$ cat config.mk
export PLATFORM = sky130hd
export DESIGN_NAME = uart9_core
export DESIGN_NICKNAME = d
export VERILOG_FILES = /design/src/rtl/uart9_pkg.sv /design/src/rtl/uart9_flag.sv /design/src/rtl/uart9_tick.sv /design/src/rtl/uart9_tx.sv /design/src/rtl/uart9_rx.sv /design/src/rtl/uart9_core.sv
export SDC_FILE = /design/constraint.sdc
export NUM_CORES = 1
export LEC_CHECK = 0
export ABC_AREA = 1
export BUFFER_PORTS_ARGS = -buffer_cell sky130_fd_sc_hd__buf_2
export CAP_MARGIN = 20
export CORE_MARGIN = 2
export CORE_UTILIZATION = 44
export CTS_BUF_LIST = sky130_fd_sc_hd__clkbuf_8
export DETAILED_ROUTE_END_ITERATION = 10
export PLACE_DENSITY = 0.72
export REMOVE_ABC_BUFFERS = 1
export SLEW_MARGIN = 20
export SYNTH_ARGS = -nofsm -noshare
export SYNTH_HDL_FRONTEND = slang
export SYNTH_HIERARCHICAL = 1
export SYNTH_SLANG_ARGS = --single-unit
export TNS_END_PERCENT = 20
$ cat constraint.sdc
create_clock -name clk -period 2.5 [get_ports clk]
set_clock_uncertainty 0.2 [all_clocks]
set_input_delay 0.5 -clock clk [delete_from_list [all_inputs] [get_ports clk]]
set_output_delay 0.5 -clock clk [all_outputs]
set_load 0.02 [all_outputs]
$ cat src/rtl/uart9_pkg.sv
package uart9_pkg;

  typedef enum logic [1:0] {
    RX_IDLE  = 2'd0,
    RX_START = 2'd1,
    RX_DATA  = 2'd2,
    RX_STOP  = 2'd3
  } rx_state_t;

  // two-of-three vote over the centre samples of one bit
  function automatic logic maj3(input logic [2:0] v);
    return (v[0] & v[1]) | (v[1] & v[2]) | (v[0] & v[2]);
  endfunction

  // masked compare: only positions with a 1 in the mask must agree
  function automatic logic addr_hit(input logic [31:0] rx_byte,
                                    input logic [31:0] addr,
                                    input logic [31:0] mask);
    return ((rx_byte ^ addr) & mask) == 32'd0;
  endfunction

endpackage

$ cat src/rtl/uart9_flag.sv
module uart9_flag (
  input  logic clk,
  input  logic rst_n,
  input  logic set,
  input  logic clr,
  output logic q
);

  always_ff @(posedge clk) begin
    if (!rst_n)   q <= 1'b0;
    else if (set) q <= 1'b1;
    else if (clr) q <= 1'b0;
  end

  // a set always wins over a simultaneous clear
  p_set_wins_r4: assert property (@(posedge clk) disable iff (!rst_n)
    set |=> q);

endmodule

$ cat src/rtl/uart9_tick.sv
module uart9_tick #(
  parameter int FAST_DIV = 2,
  parameter int SLOW_DIV = 4
) (
  input  logic clk,
  input  logic rst_n,
  input  logic fast,
  input  logic restart,
  output logic tick
);

  localparam int CW = $clog2(SLOW_DIV + 1);

  logic [CW-1:0] cnt;
  logic [CW-1:0] lim;

  assign lim  = fast ? CW'(FAST_DIV - 1) : CW'(SLOW_DIV - 1);
  assign tick = !restart && (cnt == lim);

  always_ff @(posedge clk) begin
    if (!rst_n || restart) cnt <= '0;
    else if (cnt == lim)   cnt <= '0;
    else                   cnt <= cnt + 1'b1;
  end

endmodule

$ cat src/rtl/uart9_tx.sv
module uart9_tx #(
  parameter int DATA_W   = 8,
  parameter int FAST_BIT = 32,
  parameter int SLOW_BIT = 64
) (
  input  logic              clk,
  input  logic              rst_n,
  input  logic              fast,
  input  logic              wr,
  input  logic [DATA_W-1:0] data,
  input  logic              bit9,
  output logic              txd,
  output logic              busy,
  output logic              stop_start
);

  localparam int FRAME_W = DATA_W + 3;
  localparam int BCW     = $clog2(SLOW_BIT + 1);
  localparam int IW      = $clog2(FRAME_W + 1);

  logic [FRAME_W-1:0] frame_q;
  logic [BCW-1:0]     cnt;
  logic [IW-1:0]      idx;
  logic [BCW-1:0]     last;
  logic               bit_end;

  assign last       = fast ? BCW'(FAST_BIT - 1) : BCW'(SLOW_BIT - 1);
  assign bit_end    = busy && (cnt == last);
  assign stop_start = bit_end && (idx == IW'(FRAME_W - 2));

  always_ff @(posedge clk) begin
    if (!rst_n) begin
      busy    <= 1'b0;
      cnt     <= '0;
      idx     <= '0;
      txd     <= 1'b1;
      frame_q <= '1;
    end else if (!busy) begin
      if (wr) begin
        busy    <= 1'b1;
        cnt     <= '0;
        idx     <= '0;
        txd     <= 1'b0;
        frame_q <= {1'b1, bit9, data, 1'b0};
      end
    end else if (bit_end) begin
      cnt <= '0;
      if (idx == IW'(FRAME_W - 1)) begin
        busy <= 1'b0;
        txd  <= 1'b1;
      end else begin
        idx     <= idx + 1'b1;
        txd     <= frame_q[1];
        frame_q <= {1'b1, frame_q[FRAME_W-1:1]};
      end
    end else begin
      cnt <= cnt + 1'b1;
    end
  end

  // line rests at mark between frames
  p_idle_mark_r1: assert property (@(posedge clk) disable iff (!rst_n)
    !busy |-> txd);

  // a write during a frame leaves the frame being sent untouched
  p_busy_ignore_r3: assert property (@(posedge clk) disable iff (!rst_n)
    (busy && wr && !bit_end) |=> $stable(frame_q));

  // the stop bit is a mark
  p_stop_mark_r1: assert property (@(posedge clk) disable iff (!rst_n)
    stop_start |=> txd);

endmodule

$ cat src/rtl/uart9_rx.sv
module uart9_rx
  import uart9_pkg::*;
#(
  parameter int DATA_W   = 8,
  parameter int OVS      = 16,
  parameter int FAST_BIT = 32,
  parameter int SLOW_BIT = 64
) (
  input  logic              clk,
  input  logic              rst_n,
  input  logic              fast,
  input  logic              rx_en,
  input  logic              mp_en,
  input  logic [DATA_W-1:0] local_addr,
  input  logic [DATA_W-1:0] addr_mask,
  input  logic              flag_set,
  input  logic              rxd,
  output logic [DATA_W-1:0] rx_data,
  output logic              rx_bit9,
  output logic              accept
);

  localparam int SW  = $clog2(OVS);
  localparam int MID = OVS / 2;
  localparam int NB  = DATA_W + 1;
  localparam int CBW = $clog2(NB + 1);

  rx_state_t         state;
  logic              s1, s2;
  logic [SW-1:0]     sc;
  logic [2:0]        votes;
  logic [CBW-1:0]    bcnt;
  logic [DATA_W:0]   shreg;
  logic              tick;
  logic              start_det;
  logic              bit_end;
  logic              vote_now;
  logic              majority;
  logic              frame_done;
  logic              match;

  assign start_det  = (state == RX_IDLE) && rx_en && !s2;
  assign bit_end    = tick && (sc == SW'(OVS - 1));
  assign vote_now   = tick && (sc >= SW'(MID - 1)) && (sc <= SW'(MID + 1));
  assign majority   = maj3(votes);
  assign frame_done = (state == RX_STOP) && tick && (sc == SW'(MID + 1));
  assign match      = addr_hit(32'(shreg[DATA_W-1:0]), 32'(local_addr), 32'(addr_mask));
  assign accept     = frame_done && !flag_set && (!mp_en || (shreg[DATA_W] && match));

  uart9_tick #(
    .FAST_DIV (FAST_BIT / OVS),
    .SLOW_DIV (SLOW_BIT / OVS)
  ) u_tick (
    .clk     (clk),
    .rst_n   (rst_n),
    .fast    (fast),
    .restart (start_det),
    .tick    (tick)
  );

  always_ff @(posedge clk) begin
    if (!rst_n) begin
      s1 <= 1'b1;
      s2 <= 1'b1;
    end else begin
      s1 <= rxd;
      s2 <= s1;
    end
  end

  always_ff @(posedge clk) begin
    if (!rst_n) begin
      state <= RX_IDLE;
      sc    <= '0;
      votes <= 3'b111;
      bcnt  <= '0;
      shreg <= '0;
    end else begin
      if (vote_now) votes <= {votes[1:0], s2};
      if (tick)     sc    <= sc + 1'b1;
      unique case (state)
        RX_IDLE: begin
          if (start_det) begin
            state <= RX_START;
            sc    <= '0;
          end
        end
        RX_START: begin
          if (bit_end) begin
            bcnt  <= '0;
            state <= majority ? RX_IDLE : RX_DATA;
          end
        end
        RX_DATA: begin
          if (bit_end) begin
            shreg <= {majority, shreg[DATA_W:1]};
            bcnt  <= bcnt + 1'b1;
            if (bcnt == CBW'(NB - 1)) state <= RX_STOP;
          end
        end
        RX_STOP: begin
          if (frame_done) state <= RX_IDLE;
        end
        default: state <= RX_IDLE;
      endcase
    end
  end

  always_ff @(posedge clk) begin
    if (!rst_n) begin
      rx_data <= '0;
      rx_bit9 <= 1'b0;
    end else if (accept) begin
      rx_data <= shreg[DATA_W-1:0];
      rx_bit9 <= shreg[DATA_W];
    end
  end

  // receiver cannot leave idle while disabled
  p_en_gate_r5: assert property (@(posedge clk) disable iff (!rst_n)
    (state == RX_IDLE && !rx_en) |=> (state == RX_IDLE));

  // nothing is accepted while the previous frame is unread
  p_full_drop_r9: assert property (@(posedge clk) disable iff (!rst_n)
    flag_set |-> !accept);

  // outputs only move on an accepted frame
  p_hold_r9: assert property (@(posedge clk) disable iff (!rst_n)
    !accept |=> ($stable(rx_data) && $stable(rx_bit9)));

  // in multiprocessor mode only address frames get through
  p_mp_mark_r10: assert property (@(posedge clk) disable iff (!rst_n)
    (accept && mp_en) |-> shreg[DATA_W]);

  // a frame can only end in the stop state
  p_done_once_r8: assert property (@(posedge clk) disable iff (!rst_n)
    frame_done |=> (state == RX_IDLE));

endmodule

$ cat src/rtl/uart9_core.sv
module uart9_core #(
  parameter int DATA_W   = 8,
  parameter int OVS      = 16,
  parameter int FAST_BIT = 32,
  parameter int SLOW_BIT = 64
) (
  input  logic              clk,
  input  logic              rst_n,
  input  logic              rate_fast,
  input  logic              tx_wr,
  input  logic [DATA_W-1:0] tx_data,
  input  logic              tx_bit9,
  input  logic              rx_en,
  input  logic              mp_en,
  input  logic [DATA_W-1:0] local_addr,
  input  logic [DATA_W-1:0] addr_mask,
  input  logic              tx_done_clr,
  input  logic              rx_done_clr,
  input  logic              irq_en,
  input  logic              rxd,
  output logic              txd,
  output logic [DATA_W-1:0] rx_data,
  output logic              rx_bit9,
  output logic              tx_done,
  output logic              rx_done,
  output logic              irq
);

  logic tx_busy;
  logic tx_stop_start;
  logic rx_accept;

  uart9_tx #(
    .DATA_W   (DATA_W),
    .FAST_BIT (FAST_BIT),
    .SLOW_BIT (SLOW_BIT)
  ) u_tx (
    .clk        (clk),
    .rst_n      (rst_n),
    .fast       (rate_fast),
    .wr         (tx_wr),
    .data       (tx_data),
    .bit9       (tx_bit9),
    .txd        (txd),
    .busy       (tx_busy),
    .stop_start (tx_stop_start)
  );

  uart9_rx #(
    .DATA_W   (DATA_W),
    .OVS      (OVS),
    .FAST_BIT (FAST_BIT),
    .SLOW_BIT (SLOW_BIT)
  ) u_rx (
    .clk        (clk),
    .rst_n      (rst_n),
    .fast       (rate_fast),
    .rx_en      (rx_en),
    .mp_en      (mp_en),
    .local_addr (local_addr),
    .addr_mask  (addr_mask),
    .flag_set   (rx_done),
    .rxd        (rxd),
    .rx_data    (rx_data),
    .rx_bit9    (rx_bit9),
    .accept     (rx_accept)
  );

  uart9_flag u_tx_flag (
    .clk   (clk),
    .rst_n (rst_n),
    .set   (tx_stop_start),
    .clr   (tx_done_clr),
    .q     (tx_done)
  );

  uart9_flag u_rx_flag (
    .clk   (clk),
    .rst_n (rst_n),
    .set   (rx_accept),
    .clr   (rx_done_clr),
    .q     (rx_done)
  );

  assign irq = irq_en && (tx_done || rx_done);

  // the transmit flag only rises as the stop bit begins
  p_txdone_rise_r4: assert property (@(posedge clk) disable iff (!rst_n)
    $rose(tx_done) |-> $past(tx_stop_start));

  // the receive flag only rises after an accepted frame
  p_rxdone_rise_r8: assert property (@(posedge clk) disable iff (!rst_n)
    $rose(rx_done) |-> $past(rx_accept));

  // interrupt needs a pending flag behind it
  p_irq_src_r11: assert property (@(posedge clk) disable iff (!rst_n)
    irq |-> (tx_done || rx_done));

  // the transmit flag is raised while the line is still in the frame
  p_flag_in_frame_r4: assert property (@(posedge clk) disable iff (!rst_n)
    tx_stop_start |-> tx_busy);

endmodule

**After elaboration in Yosys (flattened, before gate mapping)**

Cells that the tools add are included.

- Equality and inequality tests: 17
- Magnitude comparators: 2
- Add/sub/neg operators: 5
- Muxes and demuxes: 38
- Reductions and logical operators: 34
- Bitwise logic cells: 7
- Multipliers: 0
- Divide/modulo/power cells: 0
- Shifts and indexed selects: 0

Operators with widths:

| kind | number |
|---|---|
| 11-bit 2-to-1 mux | 4 |
| 4-bit 2-to-1 mux | 9 |
| 32-bit by 8-bit AND with 32-bit output | 1 |
| 32-bit logical NOT | 1 |
| 7-bit 2-to-1 mux | 3 |
| 4-bit == test, second input constant | 5 |
| 1-bit logical AND | 14 |
| 2-bit 2-to-1 mux | 7 |
| 4-bit by 1-bit adder with 4-bit output, second input constant | 3 |
| 1-bit 2-to-1 mux | 12 |
| 2-bit by 1-bit inequality test with 1-bit output, second input constant | 4 |
| 2-bit case mux with 4 select lines | 1 |
| 4-bit case mux with 2 select lines | 1 |
| 2-bit nonzero test | 4 |
| 8-bit bitwise XOR | 1 |
| 7-bit by 1-bit adder with 7-bit output, second input constant | 1 |
| 7-bit == test | 1 |
| 6-bit 2-to-1 mux | 1 |
| 2-bit inequality test, second input constant | 3 |
| 3-bit AND reduction | 2 |
| 1-bit logical NOT | 5 |
| 5-bit AND reduction | 1 |
| 2-bit == test, second input constant | 2 |
| 4-bit by 3-bit >= comparator with 1-bit output, second input constant | 1 |
| other kinds (10) | 16 |

- Input bits: 35
- Memory bits (writable): 0
- ROM bits: 0
- Latch bits: 0
- Bits in registers: 62
- Memories: 0
- Word-level logic and storage cells: 120
- Output and inout bits: 13

**Longest topological paths before layout**

Gate-level depths: netlist of run 1.

- Word-level depth: 10
- Depth in mapped cells: 11
- Mapped depth without buffers: 11

**Cells and area by module**

Netlist of run 1, hierarchy kept.

Modules (own cells, without submodules):

| module | area an instance (um2) | cells each | times used | sequential area each (um2) |
|---|---|---|---|---|
| uart9_rx | 1616.6 | 217 | 1 | 660.6 |
| uart9_tx | 1313.8 | 176 | 1 | 440.4 |
| uart9_tick | 148.9 | 20 | 1 | 60.1 |
| uart9_flag | 43.8 | 6 | 2 | 20.0 |
| uart9_core | 11.3 | 3 | 1 | 0.0 |

**Least setup slack after synthesis of run 1**

OpenSTA, ideal clock, no wires.

- Kind: input to register
- Start point: input rate_fast
- End point: register u_rx_flag.q
- Cell stages on the path: 10
- Data arrival time: 1.942 ns
- Data required time: 2.234 ns
- Setup time: 0.066 ns
- Path buffers: 1
- Setup slack: 0.292 ns
- Cells stage by stage: inv_1 -> nand2_1 -> nand3_2 -> nor2_1 -> nand4_1 -> nor4_4 -> buf_6 -> a21boi_2 -> inv_1 -> a21oi_2

- Cells in the longest elaborated chain, start to end: 8
- Elaborated cells between the ends (all ways): 9
- Classes of those cells: eq/ne (1); mux (2); reduce/logical (6)

Ends and longest elaborated chain:

| element | RTL line | text |
|---|---|---|
| start: declaration | uart9_core.sv:9 | `input logic rate_fast,` |
| 2-bit 2-to-1 mux * | uart9_tick.sv:17 | `assign lim = fast ? CW'(FAST_DIV - 1) : CW'(SLOW_DIV - 1);` |
| 3-bit == test * | uart9_tick.sv:18 | `assign tick = !restart && (cnt == lim);` |
| 1-bit logical AND * | uart9_tick.sv:18 |  |
| via u_rx.tick | uart9_rx.sv:34 | `logic tick;` |
| 1-bit logical AND * (2 in series) | uart9_rx.sv:46 | `assign frame_done = (state == RX_STOP) && tick && (sc == SW'(MID + 1));` |
| 1-bit logical AND * (2 in series) | uart9_rx.sv:48 | `assign accept = frame_done && !flag_set && (!mp_en \|\| (shreg[DATA_W] && match));` |
| via rx_accept | uart9_core.sv:31 | `logic rx_accept;` |
| 1-bit 2-to-1 mux or 2-bit nonzero test (tied branches) | - |  |
| end signal: assignment | uart9_flag.sv:10 | `if (!rst_n) q <= 1'b0;` |
| end signal: assignment | uart9_flag.sv:11 | `else if (set) q <= 1'b1;` |
| end signal: assignment | uart9_flag.sv:12 | `else if (clr) q <= 1'b0;` |
| end: declaration | uart9_flag.sv:6 | `output logic q` |

Mark *: on every way through the listed nets, which the timed path passes. The rest lies on a longest branch.
A chain may end at the register's enable or synchronous reset.

**Worst setup path after layout of run 1**

- Start point: register u_rx.u_tick.cnt[0]
- End point: register u_rx_flag.q

- Cells in the longest elaborated chain, start to end: 7
- Elaborated cells between the ends (all ways): 8
- Classes of those cells: eq/ne (1); mux (1); reduce/logical (6)

Ends and longest elaborated chain:

| element | RTL line | text |
|---|---|---|
| start: declaration | uart9_tick.sv:14 | `logic [CW-1:0] cnt;` |
| start signal: assignment | uart9_tick.sv:23 | `else cnt <= cnt + 1'b1;` |
| 3-bit == test * | uart9_tick.sv:18 |  |
| 1-bit logical AND * | uart9_tick.sv:18 |  |
| via u_rx.tick | uart9_rx.sv:34 |  |
| 1-bit logical AND * (2 in series) | uart9_rx.sv:46 |  |
| 1-bit logical AND * (2 in series) | uart9_rx.sv:48 |  |
| via rx_accept | uart9_core.sv:31 |  |
| 1-bit 2-to-1 mux or 2-bit nonzero test (tied branches) | - |  |

Marked as above.

==> results of run 1 <==
[cell families after synthesis]
| family | share of synthesized area |
|---|---|
| xor+xnor | 0.0193 |
| buf+inv | 0.0937 |
| flops | 0.378 |
| fa+ha+maj | 0.0425 |
| compound gates | 0.112 |
| simple gates | 0.355 |
[worst max-delay path by stage]
stage	start	end	slack, ns	depth (start not counted)
after floorplan	rate_fast	u_rx_flag/q$_SDFFE_PN0P_	0.20	9
after global placement	rate_fast	u_rx_flag/q$_SDFFE_PN0P_	0.32	11
after detailed placement	rate_fast	u_rx_flag/q$_SDFFE_PN0P_	0.23	11
after CTS	u_rx/u_tick/cnt[0]$_SDFF_PP0_	u_rx_flag/q$_SDFFE_PN0P_	0.43	10
after global routing	u_rx/state[0]$_SDFFE_PN0P_	u_rx/shreg[8]$_SDFFE_PN0P_	0.25	7
final	u_rx/u_tick/cnt[0]$_SDFF_PP0_	u_rx_flag/q$_SDFFE_PN0P_	0.44	10
[flip-flops by register name, summed over array words and instances, names as in the netlist, 3 cells and up, named ones only]
name             flops
u_tx/cnt             7
u_tx/frame_q         9
u_rx/votes           3
u_rx/bcnt            4
u_rx/sc              4
u_rx/u_tick/cnt      3
u_tx/idx             4
u_rx/rx_data         8
u_rx/shreg           9
[metal layers]
metal / up-vias / share of wire / wire length (um) / global-route usage
li1: 1488 / - / - / -
met1: 1273 / 0.50 / 3210 / 0.226
met2: 50 / 0.45 / 2890 / 0.279
met3: 2 / 0.038 / 240 / 0.0369
met4: 0 / 0.0056 / 36 / 0.0719
met5: - / 0 / 0 / 0
[report_power, final]
part           switching [uW]  internal, uW  total [uW]
Sequential               20.2           984        1000
Clock                     404           362         766
Combinational             133          94.9         228
[through the flow]
| step | total power (uW) | instance area (um^2) | cells | hold slack (ns) |
|---|---|---|---|---|
| 6_report | 2000 | 3680 | 583 | 0.154 |
| 3_5_place_dp | 1250 | 3500 | 567 | 0.201 |
| 4_1_cts | 2030 | 3680 | 583 | 0.135 |
| 2_1_floorplan | 1170 | 3090 | 417 | 0.193 |
| 3_3_place_gp | 1250 | 3500 | 567 | 0.195 |
| 5_1_grt | 2100 | 3680 | 583 | 0.141 |
[layout make-up]
type                            count  area [um^2]
Sequential cell                    60         1200
Clock inverter                      7         51.3
Fill cell                         693         3230
Inverter                           57          214
Timing Repair Buffer               54          288
Multi-Input combinational cell    300         1680
Clock buffer                        9          124
Tap cell                           96          120
[layout by cell type (no fill, tap or decap), types with 3 or more instances in the layout]
cell,instances
nand3_2,19
nor2_2,4
inv_2,3
xnor2_1,4
buf_2,47
o211ai_1,3
a21oi_1,33
clkbuf_8,9
nor2_1,39
nand2_1,87
ha_1,10
xor2_1,3
inv_1,53
nand3_1,36
or2_2,6
nand2_2,11
o21ai_0,17
buf_4,7
dfxtp_1,60
a211oi_1,3
[critical path: stages, from the launching register on]
cell	delay, ns
dfxtp_1	0.35
inv_1	0.06
nor2_2	0.08
nand3_2	0.08
nor2_1	0.19
nand4_1	0.23
nor4_4	0.18
buf_4	0.26
a21boi_2	0.20
inv_1	0.06
a21oi_2	0.12
==> out/qor.yml, run 1 <==
logic_synthesis:
  yosysSeqAreaShare: 0.378
  async_reset_ff_frac: 0
  synthCells: 428
  yosysMostFrequentCell: "nand2_1"
  ys_top_cells_by_area: "dfxtp_1 (38%), nand2_1 (10%), inv_1 (6.3%)"
  synth.distinct_cells: 39
  yosys_warnings: 6
  synth_area_mm2: 0.00318
  synthTopCellsByCount: "nand2_1 (87), dfxtp_1 (60), inv_1 (53)"
  synth-seq-cells: 60
  synth_ff_type: "dfxtp_1"
  avgSynthCellArea_um2: 7.43
  synth_edf_count: 0
  yosysTopAreaCell: "dfxtp_1"
  synth_top_area_frac: 0.378
min_path:
  min_path_cells: 2
  hold_path_class: "in2reg"
  min_from: "rxd"
  hold_path_end: "u_rx/s1$_SDFF_PN1_"
floorplanning:
  core_mm2: 0.00691
  boundaryPins: 48
  dieArea_mm2: 0.00792
  die_h_um: 89.0
  fp-row-count: 30
  die_w_um: 89.0
  start_util: 0.460
route:
  wl_per_cell_um: 10.9
  vias_per_cell: 4.83
  drc_errors: 0
  vias: 2813
  final_antenna_net_count: 0
  first_iter_violations: 129
  drtPass1Iterations: 4
  wirelength_mm: 6.38
final_layout:
  drive_above_1_share: 0.255
  n_antenna_cell: 0
  area_growth_syn_to_layout_pct: 15.7
  layout.nets: 527
  utilization: 0.532
placed_design:
  port_buffers: 47
  dp_hpwl_mm: 4.61
  gp_congestion: 0.827
  pre_cts_ws_ns: 0.229
setup_path:
  path_max_fanout: 19
  regToRegStartpoint: "u_rx/u_tick/cnt[0]$_SDFF_PP0_"
  critPathCaptureType: "flop"
  critical_path_class: "reg2reg"
  required_ns: 2.56
  ff2ff_path_depth: 10
  startpoint_type: "flop"
  ff2ff_setup_slack_ns: 0.44
  critical_path_arrival_ns: 2.13
  r2r_end: "u_rx_flag/q$_SDFFE_PN0P_"
global_route:
  grt_pass1_wl_mm: 10.9
  antenna_found_initial: 0
  gr-total-overflow: 0
  grt_max_degree: 27
  grt_pass1_vias: 2557
  grtUsageTotal: 0.173
timing:
  hold_viol: 0
  setup_viol: 0
  slew_viol_final: 0
  slew_headroom: 0.685
  fin_crit_ns: 2.06
  setup_ws_ns: 0.438
  fin_tns_setup_ns: 0
  max_freq_mhz: 485
  fin_crit_sh: 0.825
  tightest_slew_ns: 0.468
  rsz0062_at_grt: "no"
power_and_ir_drop:
  irDropWorstVdd_uv: 323
  leakage_uw: 0.00163
  power_density_mw_per_mm2: 543
cts:
  clock-sinks: 60
  clock_latency_ns: 0.33
  numCtsBuffers: 9
  hold_buffers: 0
  cts_resized: 0
  cts_tree: "done"
  post-cts-setup-buffers: 0
  cts_root_buffer: "clkbuf_8"
  cts_max_level: 3
  clk_pin_slew_ns: 0.07
  clk_path_buf_depth: 2
job:
  drv_cap: 0
status:
  status: "completed"
No activity file was read; power rests on OpenSTA's default activity.
==> run 2: changes to the inputs <==
==> constraint.sdc (replaced) <==
create_clock -name clk -period 2.05 [get_ports clk]
set_clock_uncertainty 0.2 [all_clocks]
set_input_delay 0.41 -clock clk [delete_from_list [all_inputs] [get_ports clk]]
set_output_delay 0.41 -clock clk [all_outputs]
set_load 0.02 [all_outputs]
==> run 2 against run 1 <==
Via count grew 2.8%. Clock power is 74% higher. Routed wire length increased by 6.4%. Highest routed layer unchanged. Non-clock buffer count rose by 8. Fmax rose by 8.8%. Largest power group is now the clock network. Combinational power increased by 25%. Setup slack got worse by 0.28 ns. Sequential power rose by 23%. Critical path depth decreased by 1. Final cell count is 1.4% higher.
==> out/qor.yml, run 2 (synthesis results as in run 1) <==
cts:
  clock-sinks: 60  # unchanged
  clk_pin_slew_ns: 0.07  # about the same
  numCtsBuffers: 9  # unchanged
  cts_max_level: 3  # unchanged
  clk_path_buf_depth: 2  # unchanged
  hold_buffers: 0  # unchanged
  cts_root_buffer: "clkbuf_8"
  cts_tree: "done"
  clock_latency_ns: 0.35  # +0.02 ns
floorplanning:
  fp-row-count: 30  # unchanged
  start_util: 0.460  # unchanged
  dieArea_mm2: 0.00792  # unchanged
  die_w_um: 89.0  # unchanged
  core_mm2: 0.00691  # unchanged
  die_h_um: 89.0  # unchanged
  boundaryPins: 48  # unchanged
timing:
  setup_viol: 0  # unchanged
  hold_slack_ns: 0.0544  # -0.0999 ns
  fin_tns_setup_ns: 0  # unchanged
  hold_viol: 0  # unchanged
  slew_viol_final: 0  # unchanged
  max_freq_mhz: 527  # +8.8%
  fin_crit_ns: 1.90  # -0.166 ns
  tightest_slew_ns: 0.396  # -0.0720 ns
  slew_headroom: 0.735  # +0.0499
  fin_crit_sh: 0.925  # +0.100
route:
  wl_per_cell_um: 11.5  # +4.9%
  drtPass1Iterations: 5  # +1
  vias: 2891  # +2.8%
  final_antenna_net_count: 0  # unchanged
  drc_errors: 0  # unchanged
  vias_per_cell: 4.89  # +1.4%
  wirelength_mm: 6.79  # +6.4%
  first_iter_violations: 119  # -7.8%
setup_path:
  required_ns: 2.09  # -0.47 ns
  ff2ff_setup_slack_ns: 0.15  # -0.28 ns
  startpoint_type: "flop"
  critical_path_arrival_ns: 1.93  # -0.20 ns
  regToRegStartpoint: "u_rx/u_tick/cnt[0]$_SDFF_PP0_"
  critical_path_class: "reg2reg"
  path_max_fanout: 19  # unchanged
  r2r_end: "u_rx/bcnt[0]$_SDFFE_PN0P_"
  ff2ff_path_depth: 9  # -1
  critPathCaptureType: "flop"
final_layout:
  drive_above_1_share: 0.273  # +0.0181
  utilization: 0.557  # +0.0241
  mostFrequentLayoutCell: "nand2_1"
  final_cell_mix: "nand2_1 (87), dfxtp_1 (60), inv_1 (53)"
  reg_top3: "u_rx/shreg: 9 flops, u_tx/frame_q: 9 flops, u_rx/rx_data: 8 flops"
  n_antenna_cell: 0  # unchanged
  layout.nets: 535  # +1.5%
  area_growth_syn_to_layout_pct: 20.9
  fin_area_mm2: 0.00384  # +4.5%
power_and_ir_drop:
  switching_share: 0.241  # -0.0380
  combPwrFrac: 0.100  # -0.014
  leakage_uw: 0.00172  # +5.8%
  finalPower_uw: 2850  # +42%
  irDropWorstVdd_uv: 383  # +18%
  power_frac_seq: 0.431  # -0.072
  power_density_mw_per_mm2: 740  # +36%
  p_sw_uw: 685  # +23%
  p_clk_frac: 0.469  # +0.086
  cellInternalPower_uw: 2160  # +50%
global_route:
  antenna_found_initial: 0  # unchanged
  grtUsageTotal: 0.182  # +0.00863
  grt_pass1_wl_mm: 11.4  # +4.4%
  gr-total-overflow: 0  # unchanged
  grt_pass1_vias: 2742  # +7.2%
  grt_max_degree: 28  # +3.7%
min_path:
  hold_path_class: "in2reg"
  min_from: "rxd"
  hold_path_end: "u_rx/s1$_SDFF_PN1_"
  min_path_cells: 2  # unchanged
status:
  status: "completed"
placed_design:
  dpl_cell_area_mm2: 0.00355  # +1.3%
  dp_hpwl_mm: 4.79  # +3.9%
  port_buffers: 47  # unchanged
  gp_congestion: 0.825  # -0.27%
job:
  drv_cap: 0  # unchanged
run 2: cell types whose count changed in the layout (fill, tap and decap cells not counted), moves of 2 or more:
cell / previous run / this run
buf_4: 7 / 15
bufinv_16: 0 / 3
o21ai_0: 17 / 15
o21ai_1: 0 / 2
run 2: repair_timing:
action | 4_1_cts | 5_1_grt
gates resized for setup | 0 | 8
endpoints found under the setup margin | 0 | 28
buffers inserted | 0 | 2
run 2: worst max path at each step:
stage / start / endpoint / slack [ns] / depth (start not counted)
6_report: u_rx/u_tick/cnt[0]$_SDFF_PP0_ / u_rx/bcnt[0]$_SDFFE_PN0P_ / 0.15 / 9
5_1_grt: u_rx/u_tick/cnt[0]$_SDFF_PP0_ / u_rx/bcnt[3]$_SDFFE_PN0P_ / -0.006 / 11
2_1_floorplan: rate_fast / u_rx_flag/q$_SDFFE_PN0P_ / -0.16 / 9
4_1_cts: u_rx/u_tick/cnt[0]$_SDFF_PP0_ / u_rx/shreg[5]$_SDFFE_PN0P_ / 0.01 / 9
3_5_place_dp: rate_fast / u_rx/shreg[5]$_SDFFE_PN0P_ / -0.05 / 10
3_3_place_gp: rx_en / u_rx/votes[0]$_SDFFE_PN1P_ / -0.03 / 11
run 2: per-stage QoR:
stage	cells	setup slack [ns]
3_3_place_gp	573	-0.0336
6_report	591	0.154
5_1_grt	591	-0.00597
3_5_place_dp	573	-0.0462
2_1_floorplan	417	-0.159
4_1_cts	589	0.0112
run 2: critical path, cell delays in order (launching register included):
cell and delay (ns):
dfxtp_1 0.35, inv_1 0.06, nor2_2 0.09, nand3_2 0.11, nor2_4 0.15, nand3_2 0.13
nor2_4 0.16, buf_4 0.14, nand2_4 0.11, a211oi_1 0.29
run 2: power groups by stage:
stage                     Sequential [uW]  Clock [uW]  Combinational [uW]
after detailed placement             1250           0                 280
after global placement               1250           0                 272
after CTS                            1230        1350                 283
after floorplan                      1250           0                 177
after global routing                 1230        1400                 322
final                                1230        1330                 285
run 2: area by class of cell:
cell class	instances	area [um^2]
clock inverter	6	111
clock buffer	10	138
multi-input combinational	300	1710
inverter	57	214
sequential	60	1200
timing repair buffer	62	348
fill	684	3060
tap	96	120
run 2: routing by layer:
layer,global-route usage,share of wire,vias to the layer above
li1,-,-,1504
met1,0.217,0.45,1320
met2,0.313,0.48,55
met3,0.0332,0.043,12
met4,0.0909,0.019,0
met5,0,0,-
